## src/rtl/tpk_pkg.sv

```systemverilog
package tpk_pkg;

    localparam int NUM_FLD = 10;
    localparam int VNIC_IDX = 2;
    localparam int VLAN_IDX = 3;

    // Sub-field layout inside the tag slots, relative to each slot base
    localparam int TAG_VLD_BIT = 16;
    localparam int VF_LSB = 0;
    localparam int VF_W = 7;
    localparam int PF_LSB = 7;
    localparam int PF_W = 3;

    function automatic int fld_width(input int k);
        case (k)
            0: return 1;
            1: return 3;
            2: return 17;
            3: return 17;
            4: return 8;
            5: return 8;
            6: return 16;
            7: return 9;
            8: return 3;
            9: return 1;
            default: return 0;
        endcase
    endfunction

    function automatic int fld_base(input int k);
        int s;
        s = 0;
        for (int j = 0; j < k; j++) s += fld_width(j);
        return s;
    endfunction

    localparam int FLD_BUS_W = fld_base(NUM_FLD);
    localparam int OFF_W = $clog2(FLD_BUS_W + 1) + 1;

    typedef enum logic [1:0] {
        CS_EMPTY  = 2'd0,
        CS_SETTLE = 2'd1,
        CS_READY  = 2'd2,
        CS_FAULT  = 2'd3
    } cfg_state_e;

endpackage

```

## src/rtl/tpk_offset_calc.sv

```systemverilog
module tpk_offset_calc
    import tpk_pkg::*;
(
    input  logic [NUM_FLD-1:0]       mask_i,
    output logic [NUM_FLD*OFF_W-1:0] raw_off_o,
    output logic [OFF_W-1:0]         total_o
);

    // Running sum: each field's base is the width of enabled fields below it
    always_comb begin
        logic [OFF_W-1:0] acc;
        acc = '0;
        raw_off_o = '0;
        for (int k = 0; k < NUM_FLD; k++) begin
            raw_off_o[k*OFF_W +: OFF_W] = acc;
            if (mask_i[k]) acc = acc + OFF_W'(fld_width(k));
        end
        total_o = acc;
    end

endmodule

```

## src/rtl/tpk_cfg_ctrl.sv

```systemverilog
module tpk_cfg_ctrl
    import tpk_pkg::*;
#(
    parameter int TUPLE_MAX = 36
) (
    input  logic                     clk_i,
    input  logic                     rst_ni,
    input  logic                     load_i,
    input  logic [NUM_FLD-1:0]       mask_i,
    input  logic                     vnic_i,
    output logic                     pass_en_o,
    output logic                     cfg_err_o,
    output logic [NUM_FLD-1:0]       present_o,
    output logic [NUM_FLD*OFF_W-1:0] raw_off_o,
    output logic [NUM_FLD*OFF_W-1:0] rep_off_o,
    output logic [OFF_W-1:0]         total_o
);

    cfg_state_e state_q, state_d;
    logic [NUM_FLD-1:0]       mask_q;
    logic                     vnic_q;
    logic [NUM_FLD*OFF_W-1:0] calc_off;
    logic [OFF_W-1:0]         calc_total;
    logic                     too_wide;

    tpk_offset_calc calc_i (
        .mask_i    (mask_q),
        .raw_off_o (calc_off),
        .total_o   (calc_total)
    );

    assign too_wide = int'(calc_total) > TUPLE_MAX;

    // State register
    always_ff @(posedge clk_i or negedge rst_ni) begin
        if (!rst_ni) state_q <= CS_EMPTY;
        else         state_q <= state_d;
    end

    // Next state and outputs
    always_comb begin
        state_d   = state_q;
        pass_en_o = 1'b0;
        cfg_err_o = 1'b0;
        unique case (state_q)
            CS_EMPTY: begin
                pass_en_o = 1'b1;
                if (load_i) state_d = CS_SETTLE;
            end
            CS_READY: begin
                pass_en_o = 1'b1;
                if (load_i) state_d = CS_SETTLE;
            end
            CS_FAULT: begin
                cfg_err_o = 1'b1;
                if (load_i) state_d = CS_SETTLE;
            end
            CS_SETTLE: begin
                if (load_i)              state_d = CS_SETTLE;
                else if (too_wide)       state_d = CS_FAULT;
                else if (mask_q == '0)   state_d = CS_EMPTY;
                else                     state_d = CS_READY;
            end
            default: state_d = CS_EMPTY;
        endcase
    end

    // Configuration capture on the load strobe
    always_ff @(posedge clk_i or negedge rst_ni) begin
        if (!rst_ni) begin
            mask_q <= '0;
            vnic_q <= 1'b0;
        end else if (load_i) begin
            mask_q <= mask_i;
            vnic_q <= vnic_i;
        end
    end

    // Offset commit during the settle cycle
    always_ff @(posedge clk_i or negedge rst_ni) begin
        if (!rst_ni) begin
            present_o <= '0;
            raw_off_o <= '0;
            rep_off_o <= '1;
            total_o   <= '0;
        end else if (state_q == CS_SETTLE) begin
            present_o <= mask_q;
            raw_off_o <= calc_off;
            total_o   <= calc_total;
            for (int k = 0; k < NUM_FLD; k++) begin
                if (!mask_q[k] || (k == VNIC_IDX && !vnic_q))
                    rep_off_o[k*OFF_W +: OFF_W] <= '1;
                else
                    rep_off_o[k*OFF_W +: OFF_W] <= calc_off[k*OFF_W +: OFF_W];
            end
        end
    end

endmodule

```

## src/rtl/tpk_pack_stage.sv

```systemverilog
module tpk_pack_stage
    import tpk_pkg::*;
#(
    parameter int TUPLE_MAX = 36
) (
    input  logic                     clk_i,
    input  logic                     rst_ni,
    input  logic                     in_valid_i,
    input  logic                     pass_en_i,
    input  logic [NUM_FLD-1:0]       present_i,
    input  logic [NUM_FLD*OFF_W-1:0] raw_off_i,
    input  logic [FLD_BUS_W-1:0]     fld_i,
    output logic                     out_valid_o,
    output logic [TUPLE_MAX-1:0]     tuple_o
);

    logic [TUPLE_MAX-1:0] ext [NUM_FLD];
    logic [TUPLE_MAX-1:0] packed_w;

    for (genvar g = 0; g < NUM_FLD; g++) begin : gen_ext
        localparam int B = fld_base(g);
        localparam int W = fld_width(g);
        if (W < TUPLE_MAX) begin : gen_pad
            assign ext[g] = {{(TUPLE_MAX-W){1'b0}}, fld_i[B +: W]};
        end else begin : gen_cut
            assign ext[g] = fld_i[B +: TUPLE_MAX];
        end
    end

    always_comb begin
        packed_w = '0;
        for (int k = 0; k < NUM_FLD; k++) begin
            if (present_i[k])
                packed_w = packed_w | (ext[k] << raw_off_i[k*OFF_W +: OFF_W]);
        end
    end

    always_ff @(posedge clk_i or negedge rst_ni) begin
        if (!rst_ni) begin
            out_valid_o <= 1'b0;
            tuple_o     <= '0;
        end else begin
            out_valid_o <= in_valid_i && pass_en_i;
            if (in_valid_i && pass_en_i) tuple_o <= packed_w;
        end
    end

endmodule

```

## src/rtl/tuple_packer.sv

```systemverilog
module tuple_packer
    import tpk_pkg::*;
#(
    parameter int TUPLE_MAX = 36
) (
    input  logic                     clk_i,
    input  logic                     rst_ni,
    input  logic                     cfg_load_i,
    input  logic [NUM_FLD-1:0]       cfg_mask_i,
    input  logic                     cfg_vnic_i,
    input  logic                     in_valid_i,
    input  logic [FLD_BUS_W-1:0]     fld_i,
    output logic                     out_valid_o,
    output logic [TUPLE_MAX-1:0]     tuple_o,
    output logic [NUM_FLD-1:0]       present_o,
    output logic [NUM_FLD*OFF_W-1:0] offset_o,
    output logic                     cfg_err_o
);

    logic                     pass_en;
    logic [NUM_FLD*OFF_W-1:0] raw_off;
    logic [OFF_W-1:0]         total_w;

    tpk_cfg_ctrl #(.TUPLE_MAX(TUPLE_MAX)) ctrl_i (
        .clk_i     (clk_i),
        .rst_ni    (rst_ni),
        .load_i    (cfg_load_i),
        .mask_i    (cfg_mask_i),
        .vnic_i    (cfg_vnic_i),
        .pass_en_o (pass_en),
        .cfg_err_o (cfg_err_o),
        .present_o (present_o),
        .raw_off_o (raw_off),
        .rep_off_o (offset_o),
        .total_o   (total_w)
    );

    tpk_pack_stage #(.TUPLE_MAX(TUPLE_MAX)) pack_i (
        .clk_i       (clk_i),
        .rst_ni      (rst_ni),
        .in_valid_i  (in_valid_i),
        .pass_en_i   (pass_en),
        .present_i   (present_o),
        .raw_off_i   (raw_off),
        .fld_i       (fld_i),
        .out_valid_o (out_valid_o),
        .tuple_o     (tuple_o)
    );

endmodule

```

## config.mk

```make
export PLATFORM = sky130hd
export DESIGN_NAME = tuple_packer
export DESIGN_NICKNAME = d
export VERILOG_FILES = /design/src/rtl/tpk_pkg.sv /design/src/rtl/tpk_offset_calc.sv /design/src/rtl/tpk_cfg_ctrl.sv /design/src/rtl/tpk_pack_stage.sv /design/src/rtl/tuple_packer.sv
export SDC_FILE = /design/constraint.sdc
export NUM_CORES = 1
export LEC_CHECK = 0
export BUFFER_PORTS_ARGS = -buffer_cell sky130_fd_sc_hd__clkbuf_2
export CAP_MARGIN = 40
export CELL_PAD_IN_SITES_DETAIL_PLACEMENT = 0
export CELL_PAD_IN_SITES_GLOBAL_PLACEMENT = 1
export CORE_MARGIN = 2
export CORE_UTILIZATION = 38
export CTS_BUF_LIST = sky130_fd_sc_hd__clkbuf_2
export CTS_CLUSTER_SIZE = 8
export DETAILED_ROUTE_END_ITERATION = 8
export PLACE_DENSITY = 0.85
export SYNTH_ARGS = -nofsm -noshare
export SYNTH_HDL_FRONTEND = slang
export SYNTH_SLANG_ARGS = --single-unit
export TNS_END_PERCENT = 1
```

## constraint.sdc

```tcl
create_clock -name clk_i -period 5.9 [get_ports clk_i]
set_input_delay 0.295 -clock clk_i [delete_from_list [all_inputs] [get_ports clk_i]]
set_output_delay 0.295 -clock clk_i [all_outputs]
set_load 0.05 [all_outputs]
```

Word level (Yosys, flattened, before mapping)
Cells that the tools add are included. W data, S select, Z words.

Output and inout bits: 128. Input port bits: 98. Logic and storage cells: 94. Flip-flop bits (word level): 212.

Shift operators: 9. Mux-type cells: 46. Eq/ne operators: 4. Reductions and logical operators: 8. Add/subtract/negate cells: 9. Bitwise gates (word level): 9. Magnitude comparators: 1.

Operator list (count): $mux W36 (9); $or A36 B36 Y36 (9); $mux W8 (28); $add A8 B8 Y8 (9); $shl A17 B8 Y36 (2); $shl A3 B8 Y36 (2); $shl A8 B8 Y36 (2); $shl A1 B8 Y36 (1); $shl A16 B8 Y36 (1); $shl A9 B8 Y36 (1); $logic_not A10 Y1 (1); $gt A8 B6 Y1 const B (1); $mux W2 (4); $eq A2 B2 Y1 const B (2); $mux W1 (4); $pmux W2 S2 (1); $reduce_or A3 Y1 (1); $eq A2 B1 Y1 const B (1); $logic_not A1 Y1 (2); $logic_not A2 Y1 (1); $ne A2 B1 Y1 const B (1); $reduce_or A2 Y1 (1); $logic_and A1 B1 Y1 (1); $logic_or A1 B1 Y1 (1).

Depth between registers and ports, before layout
Gate-level depths: netlist of run 1.

Word-level depth: 23. Gate-level depth with buffers: 23. Mapped depth without buffers: 22.

Hierarchy
Synthesis of run 1 repeated with hierarchy kept, for this count alone.

Cells, all modules: 2126. Area total of the unflattened synthesis: 19222.2 µm².

By module, submodules not included: tpk_pack_stage (area each 10019.6 µm², sequential area each 925.9 µm², cells each 1364, times used 1); tpk_cfg_ctrl (area each 7729.9 µm², sequential area each 4879.7 µm², cells each 578, times used 1); tpk_offset_calc (area each 1472.7 µm², sequential area each 0.0 µm², cells each 184, times used 1).

Worst setup path after synthesis of run 1
Ideal clock, no wire load.

Path type: register to register. From: register ctrl_i.mask_q[2]. To: register ctrl_i.state_q[0]. Data required time: 5799 ps. Buffers on the path: 1. Stages on the path, launching flop included: 21. Clock period less this slack: 4483 ps. Library setup time: 101 ps. Setup slack: 1417 ps. Arrival: 4383 ps. Cells stage by stage: dfrtp_1 > buf_6 > inv_1 > fa_1 > inv_1 > a2111oi_4 > xor2_1 > ha_1 > inv_1 > ha_1 > nand2_1 > o21ai_0 > ha_1 > nand2_1 > o21ai_0 > and3_2 > or2b_1 > xnor2_4 > xnor3_1 > nor3b_2 > o311ai_2.

Longest elaborated chain between the ends: 19.

RTL lines: start: declaration (RTL line tpk_cfg_ctrl.sv:20) `logic [NUM_FLD-1:0] mask_q;`; start signal: assignment (RTL line tpk_cfg_ctrl.sv:74) `mask_q <= mask_i;`; $mux W8 (*) (RTL line tpk_offset_calc.sv:16) `if (mask_i[k]) acc = acc + OFF_W'(fld_width(k));`; net ctrl_i.calc_i.raw_off_o[24] (RTL line tpk_offset_calc.sv:5) `output logic [NUM_FLD*OFF_W-1:0] raw_off_o,`; $add A8 B8 Y8 (RTL line tpk_offset_calc.sv:16); $mux W8 (*) (RTL line tpk_offset_calc.sv:16); $add A8 B8 Y8 (RTL line tpk_offset_calc.sv:16); $mux W8 (*) (RTL line tpk_offset_calc.sv:16); net ctrl_i.calc_i.raw_off_o[43] (RTL line tpk_offset_calc.sv:5); $add A8 B8 Y8 (*) (RTL line tpk_offset_calc.sv:16); [... 1 more ...]; net ctrl_i.calc_i.raw_off_o[52] (RTL line tpk_offset_calc.sv:5); [... 4 more ...]; $add A8 B8 Y8 (RTL line tpk_offset_calc.sv:16); $mux W8 (*) (RTL line tpk_offset_calc.sv:16); $add A8 B8 Y8 (RTL line tpk_offset_calc.sv:16); $mux W8 (*) (RTL line tpk_offset_calc.sv:16); $gt A8 B6 Y1 (*) (RTL line tpk_cfg_ctrl.sv:32) `assign too_wide = int'(calc_total) > TUPLE_MAX;`; $mux W2 (*) (RTL line tpk_cfg_ctrl.sv:60) `else if (too_wide) state_d = CS_FAULT;`; $mux W2 (*) (RTL line tpk_cfg_ctrl.sv:59) `if (load_i) state_d = CS_SETTLE;`; $pmux W2 S2 (*) (RTL line tpk_cfg_ctrl.sv:45) `unique case (state_q)`; end signal: assignment (RTL line tpk_cfg_ctrl.sv:37) `else state_q <= state_d;`; end: declaration (RTL line tpk_cfg_ctrl.sv:19) `cfg_state_e state_q, state_d;`.

The timed path passes the listed nets; every way through them passes the cells marked *. A chain may end at the register's enable or synchronous reset.

Final worst setup path of run 1
From: register ctrl_i.mask_q[0]. To: register ctrl_i.state_q[0].

Longest elaborated chain between the ends: 23.

RTL lines (RTL line): $mux W1 (*) (tpk_offset_calc.sv:16); $add A8 B8 Y8 (*) (tpk_offset_calc.sv:16); $mux W8 (*) (tpk_offset_calc.sv:16); net ctrl_i.calc_i.raw_off_o[17] (tpk_offset_calc.sv:5); $add A8 B8 Y8 (tpk_offset_calc.sv:16); $mux W8 (*) (tpk_offset_calc.sv:16); $add A8 B8 Y8 (tpk_offset_calc.sv:16); $mux W8 (*) (tpk_offset_calc.sv:16); [... 2 more ...]; net ctrl_i.calc_i.raw_off_o[43] (tpk_offset_calc.sv:5); [... 2 more ...]; net ctrl_i.calc_i.raw_off_o[53] (tpk_offset_calc.sv:5); [... 4 more ...]; $add A8 B8 Y8 (tpk_offset_calc.sv:16); $mux W8 (*) (tpk_offset_calc.sv:16); $add A8 B8 Y8 (tpk_offset_calc.sv:16); $mux W8 (*) (tpk_offset_calc.sv:16); $gt A8 B6 Y1 (*) (tpk_cfg_ctrl.sv:32); $mux W2 (*) (tpk_cfg_ctrl.sv:60); $mux W2 (*) (tpk_cfg_ctrl.sv:59); $pmux W2 S2 (*) (tpk_cfg_ctrl.sv:45).

Marked as above.

==> results of run 1 <==
-- cells by family after synthesis --
kind of cell	share of synthesized area
AO/OA/AOI/OAI	0.261
XOR/XNOR	0.0152
adder cells (fa/ha/maj)	0.0216
buffers and inverters	0.0612
multiplexers	0.121
flip-flops	0.314
AND/OR/NAND/NOR	0.207
-- report_power, final --
group | switching (mW) | internal (mW)
logic | 4.89 | 1.88
clock network | 0.451 | 0.248
registers | 0.648 | 1.71
total | 5.98 | 3.84
-- per-stage QoR --
step                      hold WS, ps  total power [mW]
after global placement            349              8.92
after global routing             17.8              10.3
after CTS                        3.60              9.70
final                            25.4              9.82
after detailed placement          364              8.97
after floorplan                -0.591              7.03
-- repair_timing --
action | in CTS | in global routing
resized for setup | 0 | 3
hold buffers | 21 | 0
hold endpoints to repair | 79 | 0
endpoints found under the setup margin | 0 | 2
-- layer usage --
| layer | share of wire | routed length [um] | GRT usage | vias up |
|---|---|---|---|---|
| li1 | - | - | - | 6288 |
| met1 | 0.42 | 22700 | 0.394 | 6658 |
| met2 | 0.45 | 24300 | 0.464 | 736 |
| met3 | 0.081 | 4360 | 0.0539 | 135 |
| met4 | 0.048 | 2610 | 0.140 | 0 |
| met5 | 0 | 0 | 0 | - |
-- area by class of cell --
| cell class | count | share of cell area |
|---|---|---|
| multi-input combinational | 1293 | 0.550 |
| sequential | 161 | 0.276 |
| timing repair buffer | 275 | 0.108 |
| tap | 448 | 0.0376 |
| clock inverter | 14 | 0.0120 |
| inverter | 42 | 0.0106 |
| clock buffer | 18 | 0.00605 |
| antenna | 1 | 0.000168 |
-- registers in the layout, indices dropped and copies added, names as in the netlist --
name and flops:
ctrl_i.rep_off_o 60, ctrl_i.vnic_q 1, ctrl_i.present_o 10, pack_i.out_valid_o 1, ctrl_i.state_q 2, ctrl_i.mask_q 10
ctrl_i.raw_off_o 41, pack_i.tuple_o 36
-- how the worst max path moves through the flow --
stage	to	slack [ps]	depth (start not counted)
2_1_floorplan	ctrl_i.state_q[0]	1420	20
3_3_place_gp	ctrl_i.state_q[0]	620	20
3_5_place_dp	ctrl_i.state_q[0]	370	20
4_1_cts	ctrl_i.state_q[0]	360	20
5_1_grt	ctrl_i.state_q[0]	130	20
6_report	ctrl_i.state_q[0]	550	20
-- layout by cell type (no fill, tap or decap), types with 8 or more instances in the layout --
cell,n
nand2_1,258
a31oi_1,42
a221oi_1,23
buf_4,21
and2_1,8
dfrtp_1,100
a211oi_1,13
a21oi_1,85
or3_1,8
o22a_1,26
mux2_2,50
nor3b_1,9
o221ai_1,22
o21ai_0,132
nand2b_1,24
dlygate4sd3_1,21
nor2_1,156
o22ai_1,41
xnor2_1,9
a22oi_1,29
nor3_1,27
ha_1,20
nor2b_1,22
nand3_1,36
dfstp_2,60
mux2i_1,89
a22o_1,13
nand3b_1,8
o31ai_1,8
inv_1,38
clkbuf_2,242
==> flow_summary.yaml, run 1 <==
worst_hold_path:
  hold_class: "in2async"
global_route:
  track_usage: 0.296
  grt_pass1_vias: 13100
  grt_max_degree: 69
  grt_first_pass_wirelength_um: 80500
  overflow: 0
  antenna_found_initial: 1
logic_synthesis:
  synth.distinct_cells: 89
  synth_area_leader_cell: "dfrtp_1"
  synth_area_leaders: "dfrtp_1, dfstp_2, nand2_1, mux2i_1, o21ai_0"
  synth_nets: 1756
  syn_inst: 1636
  yosys_warnings: 0
  yosysMostFrequentCell: "nand2_1"
  synthesis.area_mm2: 0.0131
  seq_area_frac_synth: 0.314
  postSynthAreaPerCell_um2: 7.99
  async_flop_share: 1.00
  synth_commonest_cells: "nand2_1, nor2_1, o21ai_0"
  synth_edf_count: 0
  synth_top_area_share: 0.193
  ys_seq_elements: 161
  synth_ff_type: "dfrtp_1"
sta:
  maxSlewViolCount: 0
  setup-tns-final_ps: 0
  timing.fmax_mhz: 187
  setup_ws_ps: 555
  fin_skew_ps: 33.2
  finalHoldViolCount: 0
  rsz0062_at_grt: "false"
  period_share: 0.906
  relSlewSlack: 0.326
  setup_viol: 0
  worst_pin_slew_ps: 1000
  period_needed_ps: 5350
critical_path:
  crit_path_max_incr_delay_ps: 460
  start_kind: "register"
  critPathRequiredTime_ps: 6630
  cpMaxStageDelayCell: "dfrtp_1"
  critPathKind: "reg2reg"
  arrival_ps: 6080
  critical_path_buf_inv_count: 3
  r2r-end: "ctrl_i.state_q[0]"
  path_max_fanout: 8
  crit_path_cell_trace: "inv_1 > ha_2 > mux2i_1 > a2111oi_4 > xor2_1 > ha_1 > inv_1 > ha_1 > nand2_1 > xnor2_1 > inv_1 > ha_1 > nand2_1 > o21ai_0 > and3_2 > or2b_1 > xnor2_4 > xnor3_1 > nor3b_2 > o311ai_2"
  r2r_cells: 20
  r2r_start: "ctrl_i.mask_q[0]"
  startpoint: "ctrl_i.mask_q[0]"
  path_delay_family: "XOR/XNOR gates"
  reg2reg_slack_ps: 550
  end_kind: "register"
detailed_routing:
  wl_um: 53900
  drt_first_pass_iters: 9
  wl_per_cell_um: 24.0
  drt-initial-drc-count: 1518
  drc: 0
  viasPerCell: 6.14
  vias: 13800
  antenna_left: 0
finish:
  regArea_mm2: 0.00411
  finalInstanceArea_mm2: 0.0149
  fin_nets: 1910
  multi_input_area_mm2: 0.00819
  fin_cells: 2252
  fin_util: 0.442
  syn_to_final_growth_pct: 14.0
  fillCellCount: 3479
  drive_gt1_frac: 0.240
floorplanning:
  ios: 226
  die-height_um: 189
  die_w_um: 189
  coreArea_mm2: 0.0337
  die_area_mm2: 0.0359
  fp-row-count: 67
  start_util: 0.388
cts:
  cts.sinks: 161
  cts_tree: "yes"
  clk_path_buf_depth: 2
  cts_setup_buffers: 0
  cts_htree_levels: 4
  clock_latency_ps: 810
  cts-buffers-inserted: 17
  clk_pin_slew_ps: 260
  root_buffer: "clkbuf_2"
pwr:
  ir_drop_v: 0.000672
  power_density_mw_per_mm2: 659
  p_leak_nw: 6.24
place:
  dp_hpwl_um: 42000
  portBuffers: 225
  dp_cells: 2196
  gp_congestion: 0.999
  place_area_mm2: 0.0144
  dp_slack_ps: 374
outcome:
  outcome: "finished clean"
flow_run:
  cap_violations: 0
Power figures use the tool's default switching activity.
==> inputs of run 2 (changes only) <==
--- a/config.mk
+++ b/config.mk
@@ -11,7 +11,7 @@
 export CELL_PAD_IN_SITES_GLOBAL_PLACEMENT = 1
 export CORE_MARGIN = 2
 export CORE_UTILIZATION = 38
-export CTS_BUF_LIST = sky130_fd_sc_hd__clkbuf_2
+export CTS_BUF_LIST = sky130_fd_sc_hd__clkbuf_4 sky130_fd_sc_hd__clkbuf_8
 export CTS_CLUSTER_SIZE = 8
 export DETAILED_ROUTE_END_ITERATION = 8
 export PLACE_DENSITY = 0.85
==> flow_summary.yaml, run 2 (synthesis results as in run 1) <==
pwr:
  internal_power_mw: 4.03
  power_density_mw_per_mm2: 676
  p_clk_frac: 0.092
  switchingPower_mw: 6.01
  p_leak_nw: 6.22
  p_comb_frac: 0.672
  seqPwrFrac: 0.236
  ir_drop_v: 0.000751
  sw_frac_of_total: 0.598
floorplanning:
  fp-row-count: 67
  die-height_um: 189
  start_util: 0.388
  die_w_um: 189
  ios: 226
  coreArea_mm2: 0.0337
  die_area_mm2: 0.0359
global_route:
  grt_max_degree: 69
  track_usage: 0.295
  antenna_found_initial: 0
  overflow: 0
  grt_first_pass_wirelength_um: 80400
  grt_pass1_vias: 13000
finish:
  syn_to_final_growth_pct: 13.6
  fin_util: 0.441
  regArea_mm2: 0.00411
  fin_cells: 2231
  largest_reg_flops: 60
  multi_input_area_mm2: 0.00819
  fillCellCount: 3473
  largestRegisters: "ctrl_i.rep_off_o x60, ctrl_i.raw_off_o x41, pack_i.tuple_o x36"
  layout_commonest_cell: "nand2_1"
  top_register: "ctrl_i.rep_off_o"
  diodes: 0
  final_cell_mix: "nand2_1, clkbuf_2, nor2_1"
  fin_nets: 1890
  drive_gt1_frac: 0.243
worst_hold_path:
  holdPathStages: 2
  hold_end: "ctrl_i.vnic_q"
  hold_path_startpoint: "cfg_vnic_i"
  hold_class: "in2reg"
flow_run:
  cap_violations: 0
critical_path:
  critPathKind: "reg2reg"
  r2r_start: "ctrl_i.mask_q[0]"
  path_delay_family: "XOR/XNOR gates"
  crit_path_max_incr_delay_ps: 450
  crit_path_cell_trace: "inv_1 > ha_1 > mux2i_1 > a2111oi_4 > xor2_1 > ha_1 > inv_1 > ha_1 > nand2_1 > xnor2_1 > inv_1 > ha_1 > nand2_1 > o21ai_0 > and3_2 > or2b_1 > xnor2_4 > xnor3_1 > nor3b_2 > o311ai_2"
  start_kind: "register"
  reg2reg_slack_ps: 460
  critical_path_depth: 20
  end_kind: "register"
  arrival_ps: 5850
  critical_path_buf_inv_count: 3
  critical_path.most_common_cell: "ha_1"
  path_max_fanout: 8
  r2r-end: "ctrl_i.state_q[0]"
  cpMaxStageDelayCell: "a2111oi_4"
  critPathRequiredTime_ps: 6300
  r2r_cells: 20
cts:
  cts_setup_buffers: 0
  clock_latency_ps: 500
  cts-buffers-inserted: 17
  clk_pin_slew_ps: 100
  clk_path_buf_depth: 2
  cts.sinks: 161
  cts_htree_levels: 4
  root_buffer: "clkbuf_8"
  cts_tree: "yes"
sta:
  fin_skew_ps: 15.9
  relSlewSlack: 0.363
  timing.fmax_mhz: 184
  maxSlewViolCount: 0
  period_needed_ps: 5440
  setup-tns-final_ps: 0
  whs_ps: 25.0
  setup_viol: 0
  rsz0062_at_grt: "false"
  worst_pin_slew_ps: 948
  period_share: 0.922
  finalHoldViolCount: 0
place:
  gp_congestion: 0.999
  portBuffers: 225
  dp_hpwl_um: 42000
  dp_cells: 2196
detailed_routing:
  viasPerCell: 6.15
  drt-initial-drc-count: 1535
  antenna_left: 0
  wl_per_cell_um: 24.1
  drc: 0
  drt_first_pass_iters: 6
  vias: 13700
  wl_um: 53800
outcome:
  outcome: "finished clean"
-- run 2: cell types whose count changed in the layout (fill, tap and decap cells not counted), sizes merged --
cell / previous run / this run
dlygate4sd3: 21 / 1
clkbuf: 242 / 243
clkinv: 9 / 8
diode: 1 / 0
-- run 2: through the flow --
stage / area (um^2) / setup WS, ps / power [mW]
global placement: 14300 / 617 / 8.92
detailed placement: 14400 / 374 / 8.97
finish: 14900 / 458 / 10.0
global route: 14900 / 6.86 / 10.6
CTS: 14800 / 373 / 9.91
floorplan: 13100 / 1420 / 7.03
-- run 2: repair_timing --
item,4_1_cts,5_1_grt
setup endpoints to repair,0,2
endpoints found under the hold margin,57,0
hold buffers,1,0
resized for setup,0,2
-- run 2: cell type report --
cell class / count / area share
Multi-Input combinational cell: 1293 / 0.551
Sequential cell: 161 / 0.276
Clock buffer: 19 / 0.0172
Inverter: 42 / 0.0106
Tap cell: 448 / 0.0377
Timing Repair Buffer: 255 / 0.0952
Clock inverter: 13 / 0.0118
-- run 2: power groups by stage --
stage               combinational [mW]  sequential, mW  clock [mW]
global placement                  6.56            2.36           0
finish                            6.75            2.37       0.921
global route                      7.13            2.44       0.985
detailed placement                6.61            2.36           0
floorplan                         3.76            3.27           0
CTS                               6.63            2.35       0.931
-- run 2: worst max-delay path by stage --
| stage | startpoint | endpoint | slack [ps] |
|---|---|---|---|
| after floorplan | ctrl_i.mask_q[2] | ctrl_i.state_q[0] | 1420 |
| after global placement | ctrl_i.mask_q[0] | ctrl_i.state_q[0] | 620 |
| after detailed placement | ctrl_i.mask_q[0] | ctrl_i.state_q[0] | 370 |
| after CTS | ctrl_i.mask_q[0] | ctrl_i.state_q[0] | 370 |
| after global routing | ctrl_i.mask_q[0] | ctrl_i.state_q[0] | 7 |
| final | ctrl_i.mask_q[0] | ctrl_i.state_q[0] | 460 |
-- run 2: routing by layer --
layer,vias up,global-route usage,part of all wire
li1,6240,-,-
met2,725,0.471,0.46
met3,133,0.0436,0.074
met4,0,0.122,0.043
met1,6627,0.401,0.43
met5,-,0,0
-- run 2: worst reg2reg max path: stages (launching register included) --
cell and delay, ps:
dfrtp_1 420, inv_1 200, ha_1 400, mux2i_1 260, a2111oi_4 450, xor2_1 350
ha_1 360, inv_1 80, ha_1 150, nand2_1 90, xnor2_1 260, inv_1 120
ha_1 290, nand2_1 50, o21ai_0 250, and3_2 330, or2b_1 300, xnor2_4 210
xnor3_1 410, nor3b_2 170, o311ai_2 230
